## src/rtl/sdram_init_pkg.sv

```systemverilog
package sdram_init_pkg;

    typedef struct packed {
        logic cs_n;
        logic ras_n;
        logic cas_n;
        logic we_n;
    } sdr_cmd_t;

    localparam sdr_cmd_t CMD_NOP     = '{cs_n: 1'b0, ras_n: 1'b1, cas_n: 1'b1, we_n: 1'b1};
    localparam sdr_cmd_t CMD_PRECHG  = '{cs_n: 1'b0, ras_n: 1'b0, cas_n: 1'b1, we_n: 1'b0};
    localparam sdr_cmd_t CMD_REFRESH = '{cs_n: 1'b0, ras_n: 1'b0, cas_n: 1'b0, we_n: 1'b1};
    localparam sdr_cmd_t CMD_LDMODE  = '{cs_n: 1'b0, ras_n: 1'b0, cas_n: 1'b0, we_n: 1'b0};

    localparam int ALL_BANK_BIT = 10;
    localparam int MODE_USED_W  = 10;

    typedef enum logic [3:0] {
        ST_UNSTABLE,
        ST_SETTLE,
        ST_PRECHG,
        ST_GAP_RP,
        ST_REF_A,
        ST_GAP_RFC_A,
        ST_REF_B,
        ST_GAP_RFC_B,
        ST_LDMODE,
        ST_GAP_MRD,
        ST_READY
    } init_state_t;

    typedef struct packed {
        logic [2:0] burst_len;
        logic       interleave;
        logic [2:0] cas_lat;
        logic       wr_single;
    } mode_cfg_t;

    function automatic int max_of4(input int a, input int b, input int c, input int d);
        int m;
        m = a;
        if (b > m) m = b;
        if (c > m) m = c;
        if (d > m) m = d;
        return m;
    endfunction

    function automatic logic [2:0] cas_code(input logic [2:0] req);
        return (req == 3'd2) ? 3'b010 : 3'b011;
    endfunction

    function automatic sdr_cmd_t cmd_for_state(input init_state_t st);
        case (st)
            ST_PRECHG: return CMD_PRECHG;
            ST_REF_A:  return CMD_REFRESH;
            ST_REF_B:  return CMD_REFRESH;
            ST_LDMODE: return CMD_LDMODE;
            default:   return CMD_NOP;
        endcase
    endfunction

endpackage

```

## src/rtl/sdram_gap_timer.sv

```systemverilog
module sdram_gap_timer #(
    parameter int CNT_W = 8
) (
    input  logic             clk,
    input  logic             rst,
    input  logic             load,
    input  logic [CNT_W-1:0] load_val,
    output logic             expired
);
    logic [CNT_W-1:0] cnt_q;

    always_ff @(posedge clk) begin
        if (rst)
            cnt_q <= '0;
        else if (load)
            cnt_q <= load_val;
        else if (cnt_q != '0)
            cnt_q <= cnt_q - 1'b1;
    end

    assign expired = (cnt_q == '0);
endmodule

```

## src/rtl/sdram_mode_packer.sv

```systemverilog
module sdram_mode_packer
    import sdram_init_pkg::*;
#(
    parameter int ROW_W = 13
) (
    input  mode_cfg_t        cfg,
    output logic [ROW_W-1:0] word
);
    assign word[2:0] = cfg.burst_len;
    assign word[3]   = cfg.interleave;
    assign word[6:4] = cas_code(cfg.cas_lat);
    assign word[8:7] = 2'b00;
    assign word[9]   = cfg.wr_single;

    generate
        if (ROW_W > MODE_USED_W) begin : g_upper_zero
            assign word[ROW_W-1:MODE_USED_W] = '0;
        end
    endgenerate
endmodule

```

## src/rtl/sdram_init_fsm.sv

```systemverilog
module sdram_init_fsm
    import sdram_init_pkg::*;
#(
    parameter int PWR_WAIT_CYC = 10000,
    parameter int TRP_CYC      = 2,
    parameter int TRFC_CYC     = 7,
    parameter int TMRD_CYC     = 2,
    parameter int ROW_W        = 13,
    parameter int CNT_W        = 14
) (
    input  logic             clk,
    input  logic             rst,
    input  logic             clk_stable,
    input  logic             gap_expired,
    input  logic [ROW_W-1:0] mode_word,
    output logic             gap_load,
    output logic [CNT_W-1:0] gap_val,
    output sdr_cmd_t         cmd_q,
    output logic [ROW_W-1:0] addr_q,
    output logic             done_q
);
    init_state_t state_q, state_d;

    always_comb begin
        state_d  = state_q;
        gap_load = 1'b0;
        gap_val  = '0;
        case (state_q)
            ST_UNSTABLE: if (clk_stable) begin
                state_d  = ST_SETTLE;
                gap_load = 1'b1;
                gap_val  = CNT_W'(PWR_WAIT_CYC - 1);
            end
            ST_SETTLE:    if (gap_expired) state_d = ST_PRECHG;
            ST_PRECHG: begin
                state_d  = ST_GAP_RP;
                gap_load = 1'b1;
                gap_val  = CNT_W'(TRP_CYC - 1);
            end
            ST_GAP_RP:    if (gap_expired) state_d = ST_REF_A;
            ST_REF_A: begin
                state_d  = ST_GAP_RFC_A;
                gap_load = 1'b1;
                gap_val  = CNT_W'(TRFC_CYC - 1);
            end
            ST_GAP_RFC_A: if (gap_expired) state_d = ST_REF_B;
            ST_REF_B: begin
                state_d  = ST_GAP_RFC_B;
                gap_load = 1'b1;
                gap_val  = CNT_W'(TRFC_CYC - 1);
            end
            ST_GAP_RFC_B: if (gap_expired) state_d = ST_LDMODE;
            ST_LDMODE: begin
                state_d  = ST_GAP_MRD;
                gap_load = 1'b1;
                gap_val  = CNT_W'(TMRD_CYC - 1);
            end
            ST_GAP_MRD:   if (gap_expired) state_d = ST_READY;
            ST_READY:     state_d = ST_READY;
            default:      state_d = ST_UNSTABLE;
        endcase
    end

    always_ff @(posedge clk) begin
        if (rst) begin
            state_q <= ST_UNSTABLE;
            cmd_q   <= CMD_NOP;
            addr_q  <= '0;
            done_q  <= 1'b0;
        end else begin
            state_q <= state_d;
            cmd_q   <= cmd_for_state(state_d);
            done_q  <= (state_d == ST_READY);
            if (state_d == ST_PRECHG)
                addr_q <= ROW_W'(1) << ALL_BANK_BIT;
            else if (state_d == ST_LDMODE)
                addr_q <= mode_word;
            else
                addr_q <= '0;
        end
    end
endmodule

```

## src/rtl/sdram_init_seq.sv

```systemverilog
module sdram_init_seq
    import sdram_init_pkg::*;
#(
    parameter int PWR_WAIT_CYC = 10000,
    parameter int TRP_CYC      = 2,
    parameter int TRFC_CYC     = 7,
    parameter int TMRD_CYC     = 2,
    parameter int ROW_W        = 13,
    parameter int BANK_W       = 2
) (
    input  logic              clk,
    input  logic              rst,
    input  logic              clk_stable,
    input  logic [2:0]        cfg_burst_len,
    input  logic              cfg_interleave,
    input  logic [2:0]        cfg_cas_lat,
    input  logic              cfg_wr_single,
    output logic              sd_cs_n,
    output logic              sd_ras_n,
    output logic              sd_cas_n,
    output logic              sd_we_n,
    output logic [ROW_W-1:0]  sd_addr,
    output logic [BANK_W-1:0] sd_bank,
    output logic              init_done
);
    localparam int LONGEST = max_of4(PWR_WAIT_CYC, TRP_CYC, TRFC_CYC, TMRD_CYC);
    localparam int CNT_W   = $clog2(LONGEST + 1);

    mode_cfg_t        cfg;
    logic [ROW_W-1:0] mode_word;
    logic             gap_load;
    logic [CNT_W-1:0] gap_val;
    logic             gap_expired;
    sdr_cmd_t         cmd;

    assign cfg = '{burst_len: cfg_burst_len, interleave: cfg_interleave,
                   cas_lat: cfg_cas_lat, wr_single: cfg_wr_single};

    sdram_mode_packer #(.ROW_W(ROW_W)) u_pack (
        .cfg  (cfg),
        .word (mode_word)
    );

    sdram_gap_timer #(.CNT_W(CNT_W)) u_timer (
        .clk      (clk),
        .rst      (rst),
        .load     (gap_load),
        .load_val (gap_val),
        .expired  (gap_expired)
    );

    sdram_init_fsm #(
        .PWR_WAIT_CYC (PWR_WAIT_CYC),
        .TRP_CYC      (TRP_CYC),
        .TRFC_CYC     (TRFC_CYC),
        .TMRD_CYC     (TMRD_CYC),
        .ROW_W        (ROW_W),
        .CNT_W        (CNT_W)
    ) u_fsm (
        .clk         (clk),
        .rst         (rst),
        .clk_stable  (clk_stable),
        .gap_expired (gap_expired),
        .mode_word   (mode_word),
        .gap_load    (gap_load),
        .gap_val     (gap_val),
        .cmd_q       (cmd),
        .addr_q      (sd_addr),
        .done_q      (init_done)
    );

    assign sd_cs_n  = cmd.cs_n;
    assign sd_ras_n = cmd.ras_n;
    assign sd_cas_n = cmd.cas_n;
    assign sd_we_n  = cmd.we_n;
    assign sd_bank  = '0;
endmodule

```

## config.mk

```make
export PLATFORM = sky130hd
export DESIGN_NAME = sdram_init_seq
export DESIGN_NICKNAME = d
export VERILOG_FILES = /design/src/rtl/sdram_init_pkg.sv /design/src/rtl/sdram_gap_timer.sv /design/src/rtl/sdram_mode_packer.sv /design/src/rtl/sdram_init_fsm.sv /design/src/rtl/sdram_init_seq.sv
export SDC_FILE = /design/constraint.sdc
export NUM_CORES = 1
export LEC_CHECK = 0
export BUFFER_PORTS_ARGS = -buffer_cell sky130_fd_sc_hd__buf_4
export CORE_MARGIN = 2
export CORE_UTILIZATION = 30
export CTS_CLUSTER_SIZE = 24
export DETAILED_ROUTE_END_ITERATION = 12
export HOLD_SLACK_MARGIN = 0.06
export PLACE_DENSITY = 0.47
export SYNTH_ARGS = -nofsm -noshare
export SYNTH_HDL_FRONTEND = slang
export SYNTH_SLANG_ARGS = --single-unit
```

## constraint.sdc

```tcl
create_clock -name clk -period 6.1 [get_ports clk]
set_input_delay 0.61 -clock clk [delete_from_list [all_inputs] [get_ports clk]]
set_output_delay 0.61 -clock clk [all_outputs]
set_load 0.005 [all_outputs]
```

==> impl_summary.log <==
INFO  metric final-hold-violation-count = 0
INFO  metric detail_route.first_pass.iterations = 4
INFO  metric synth-warning-count = 0
INFO  metric netSwitchingPower = 177 uW
INFO  metric postSynthCellCount = 176
INFO  metric half_perimeter_wire_length_after_detailed_placement = 2510 um
INFO  metric critPathMaxFanout = 11
INFO  metric cts.htree.levels = 2
INFO  metric peakVddDrop = 0.000120 V
INFO  metric die_area = 5520 um2
INFO  metric timing.clock.skew = 0.00327 ns
INFO  metric antenna_left = 0
INFO  metric drive_gt1_frac = 0.149
INFO  metric drc = 0
INFO  metric switching_share = 0.333
INFO  metric power.total = 531 uW
INFO  metric pwr-share-clk = 0.275
INFO  metric detail_route.iter0.violations = 53
INFO  metric layout_worst_path_cycle_share = 0.497
INFO  metric clock_tree.buffer_depth = 2
INFO  metric synth_seq_area_share = 0.405
INFO  metric post_drt_wl_per_cell = 13.1 um
INFO  metric async_flop_share = 0
INFO  metric port-buffer-count = 22
INFO  metric global_route.overflow_total = 0
INFO  metric max_cap_viol_count = 0
INFO  metric drt-total-wl = 3430 um
INFO  metric r2r-start = u_timer.cnt_q[0]
INFO  metric grt_max_degree = 18
INFO  metric timing.hold.worst.class = register to register
INFO  metric gp_routability_congestion = 0.763
INFO  metric setup_repair_after_global_routing_missed_its_margin = false
INFO  metric crit_start = u_timer.cnt_q[0]
INFO  metric critPathArrivalTime = 3.25 ns
INFO  metric clock_tree_from_tritoncts = built
INFO  metric grt_pass1_wl = 5660 um
INFO  metric p_per_area = 306 nW/um2
INFO  metric setup-violations-final = 0
INFO  metric synth-edff-count = 0
INFO  metric cell_internal_pwr = 354 uW
INFO  metric critPathCaptureType = register
INFO  metric postSynthRegisterBits = 30
INFO  metric synth.distinct_cells = 42
INFO  metric most-common-layout-cells = 30 x sky130_fd_sc_hd__dfxtp_1, 22 x sky130_fd_sc_hd__buf_4, 16 x sky130_fd_sc_hd__nor2_1
INFO  metric clk_latency = 0.27 ns
INFO  metric dp_cells = 254
INFO  metric holdWs = 0.481 ns
INFO  metric tightest_slew = 0.629 ns
INFO  metric mostFrequentLayoutCell = sky130_fd_sc_hd__dfxtp_1
INFO  metric post_synth_instance_area = 1480 um2
INFO  metric finish.net_count = 206
INFO  metric cts_post_setup_buffers_inserted = 0
INFO  metric initial_core_util = 0.312
INFO  metric share_comb_of_total_power = 0.275
INFO  metric cts.hold.buffers_added = 0
INFO  metric final_max_slew_viol_count = 0
INFO  metric die_w = 74.3 um
INFO  metric die-height = 74.3 um
INFO  metric syn2layout_area_growth = 17.0%
INFO  metric synth_flop_cell = sky130_fd_sc_hd__dfxtp_1
INFO  metric hp-start = u_timer.cnt_q[12]
INFO  metric finalCriticalPeriod = 3.03 ns
INFO  metric avgViaCountPerCell = 5.07
INFO  metric grt_antenna_before_repair = 0
INFO  metric post_synth.cell_area_avg = 8.42 um2
INFO  metric seq_power_share = 0.450
INFO  metric max-slew-margin-rel = 0.577
INFO  metric gr-usage-all-layers = 0.137
INFO  metric worst_setup_path_start_kind = register
INFO  metric crit_required = 6.32 ns
INFO  metric clk_pin_slew_worst_paths = 0.06 ns
INFO  metric setup_total_negative_slack = 0 ns
INFO  metric vias = 1323
INFO  metric outcome = finished clean
INFO  metric total_leakage_power = 0.000715 uW
INFO  metric rows = 25
INFO  metric antenna_cells = 0
INFO  metric tritoncts.num_buffers = 5
INFO  metric floorplan.io_pins = 31
INFO  metric max_freq = 330 MHz
INFO  metric filler_free_cell_count_of_the_finished_design = 261
INFO  metric worstSetupPathType = register to register
INFO  metric clock-sinks = 30
INFO  metric core-area = 4750 um2
INFO  metric grt_pass1_vias = 1245
INFO  metric clock-root-buffer = sky130_fd_sc_hd__clkbuf_8
INFO  metric cts_resized = 0
## critical path: stages (launching register included)
cell and delay [ns]:
sky130_fd_sc_hd__dfxtp_1 0.35, sky130_fd_sc_hd__inv_1 0.07, sky130_fd_sc_hd__ha_1 0.19, sky130_fd_sc_hd__or4b_1 0.62, sky130_fd_sc_hd__or4_4 0.67, sky130_fd_sc_hd__o31a_1 0.41
sky130_fd_sc_hd__a2111oi_4 0.47, sky130_fd_sc_hd__o31a_1 0.20
## cell families after synthesis
group	share of synthesized area
simple gates	0.255
compound gates	0.187
flops	0.405
buf+inv	0.0827
xor+xnor	0.0591
fa+ha+maj	0.00844
other cells	0.00253
## power by group through the flow
| stage | clock network (uW) | logic [uW] | registers, uW |
|---|---|---|---|
| finish | 146 | 146 | 239 |
| global route | 162 | 165 | 243 |
| CTS | 152 | 146 | 239 |
| detailed placement | 0 | 146 | 243 |
| global placement | 0 | 143 | 243 |
| floorplan | 0 | 126 | 235 |
## cell type report
type,count,area (um2)
fillers,508,3020
repair buffers,22,165
flip-flops and latches,30,601
inverters,6,22.5
multi-input cells,129,786
clock buffers,7,76.3
well taps,67,83.8
## cell usage after synthesis, drive strengths merged, types with 2 or more instances
master | number | area share
dfxtp | 30 | 0.41
nor2 | 16 | 0.041
nand2 | 14 | 0.035
a21oi | 11 | 0.037
buf | 11 | 0.050
nor3 | 11 | 0.037
clkbuf | 7 | 0.018
xor2 | 7 | 0.041
inv | 6 | 0.015
and2 | 5 | 0.021
nand3 | 5 | 0.017
o21ai | 5 | 0.017
or4 | 5 | 0.028
nor4 | 4 | 0.017
o31ai | 4 | 0.020
a21o | 3 | 0.015
xnor2 | 3 | 0.018
a22oi | 2 | 0.010
and3 | 2 | 0.0084
nand2b | 2 | 0.0084
nor2b | 2 | 0.0084
o221ai | 2 | 0.012
o31a | 2 | 0.012
o41ai | 2 | 0.012
## registers in the layout (all words and copies together) (netlist names)
name	cells
u_timer.cnt_q	14
u_fsm.state_q	4
u_fsm.done_q	1
u_fsm.addr_q	8
u_fsm.cmd_q	3
## metrics by stage
step	utilization	worst slack, ns	cell area [um2]
after floorplan	-	3.47	1510
after global placement	0.349	3.16	1660
after detailed placement	0.349	3.09	1660
after CTS	0.365	3.05	1730
after global routing	0.365	2.85	1730
final	0.365	3.07	1730
## worst paths after layout
| path | to | slack, ns | cells after the start |
|---|---|---|---|
| setup / recovery | u_fsm.addr_q[4] | 3.07 | 7 |
| hold / removal | u_timer.cnt_q[12] | 0.48 | 2 |
| setup reg to reg | u_fsm.addr_q[4] | 3.07 | 7 |
| hold reg to reg | u_timer.cnt_q[12] | 0.48 | 2 |
## layer usage
metal | share of wire | vias to the layer above | GRT usage | routed length (um)
li1 | - | 645 | - | -
met1 | 0.44 | 626 | 0.158 | 1500
met2 | 0.47 | 43 | 0.220 | 1630
met3 | 0.063 | 9 | 0.0461 | 216
met4 | 0.027 | 0 | 0.0833 | 91
met5 | 0 | - | 0 | 0
Note: power is estimated with default switching activity, not from simulation.
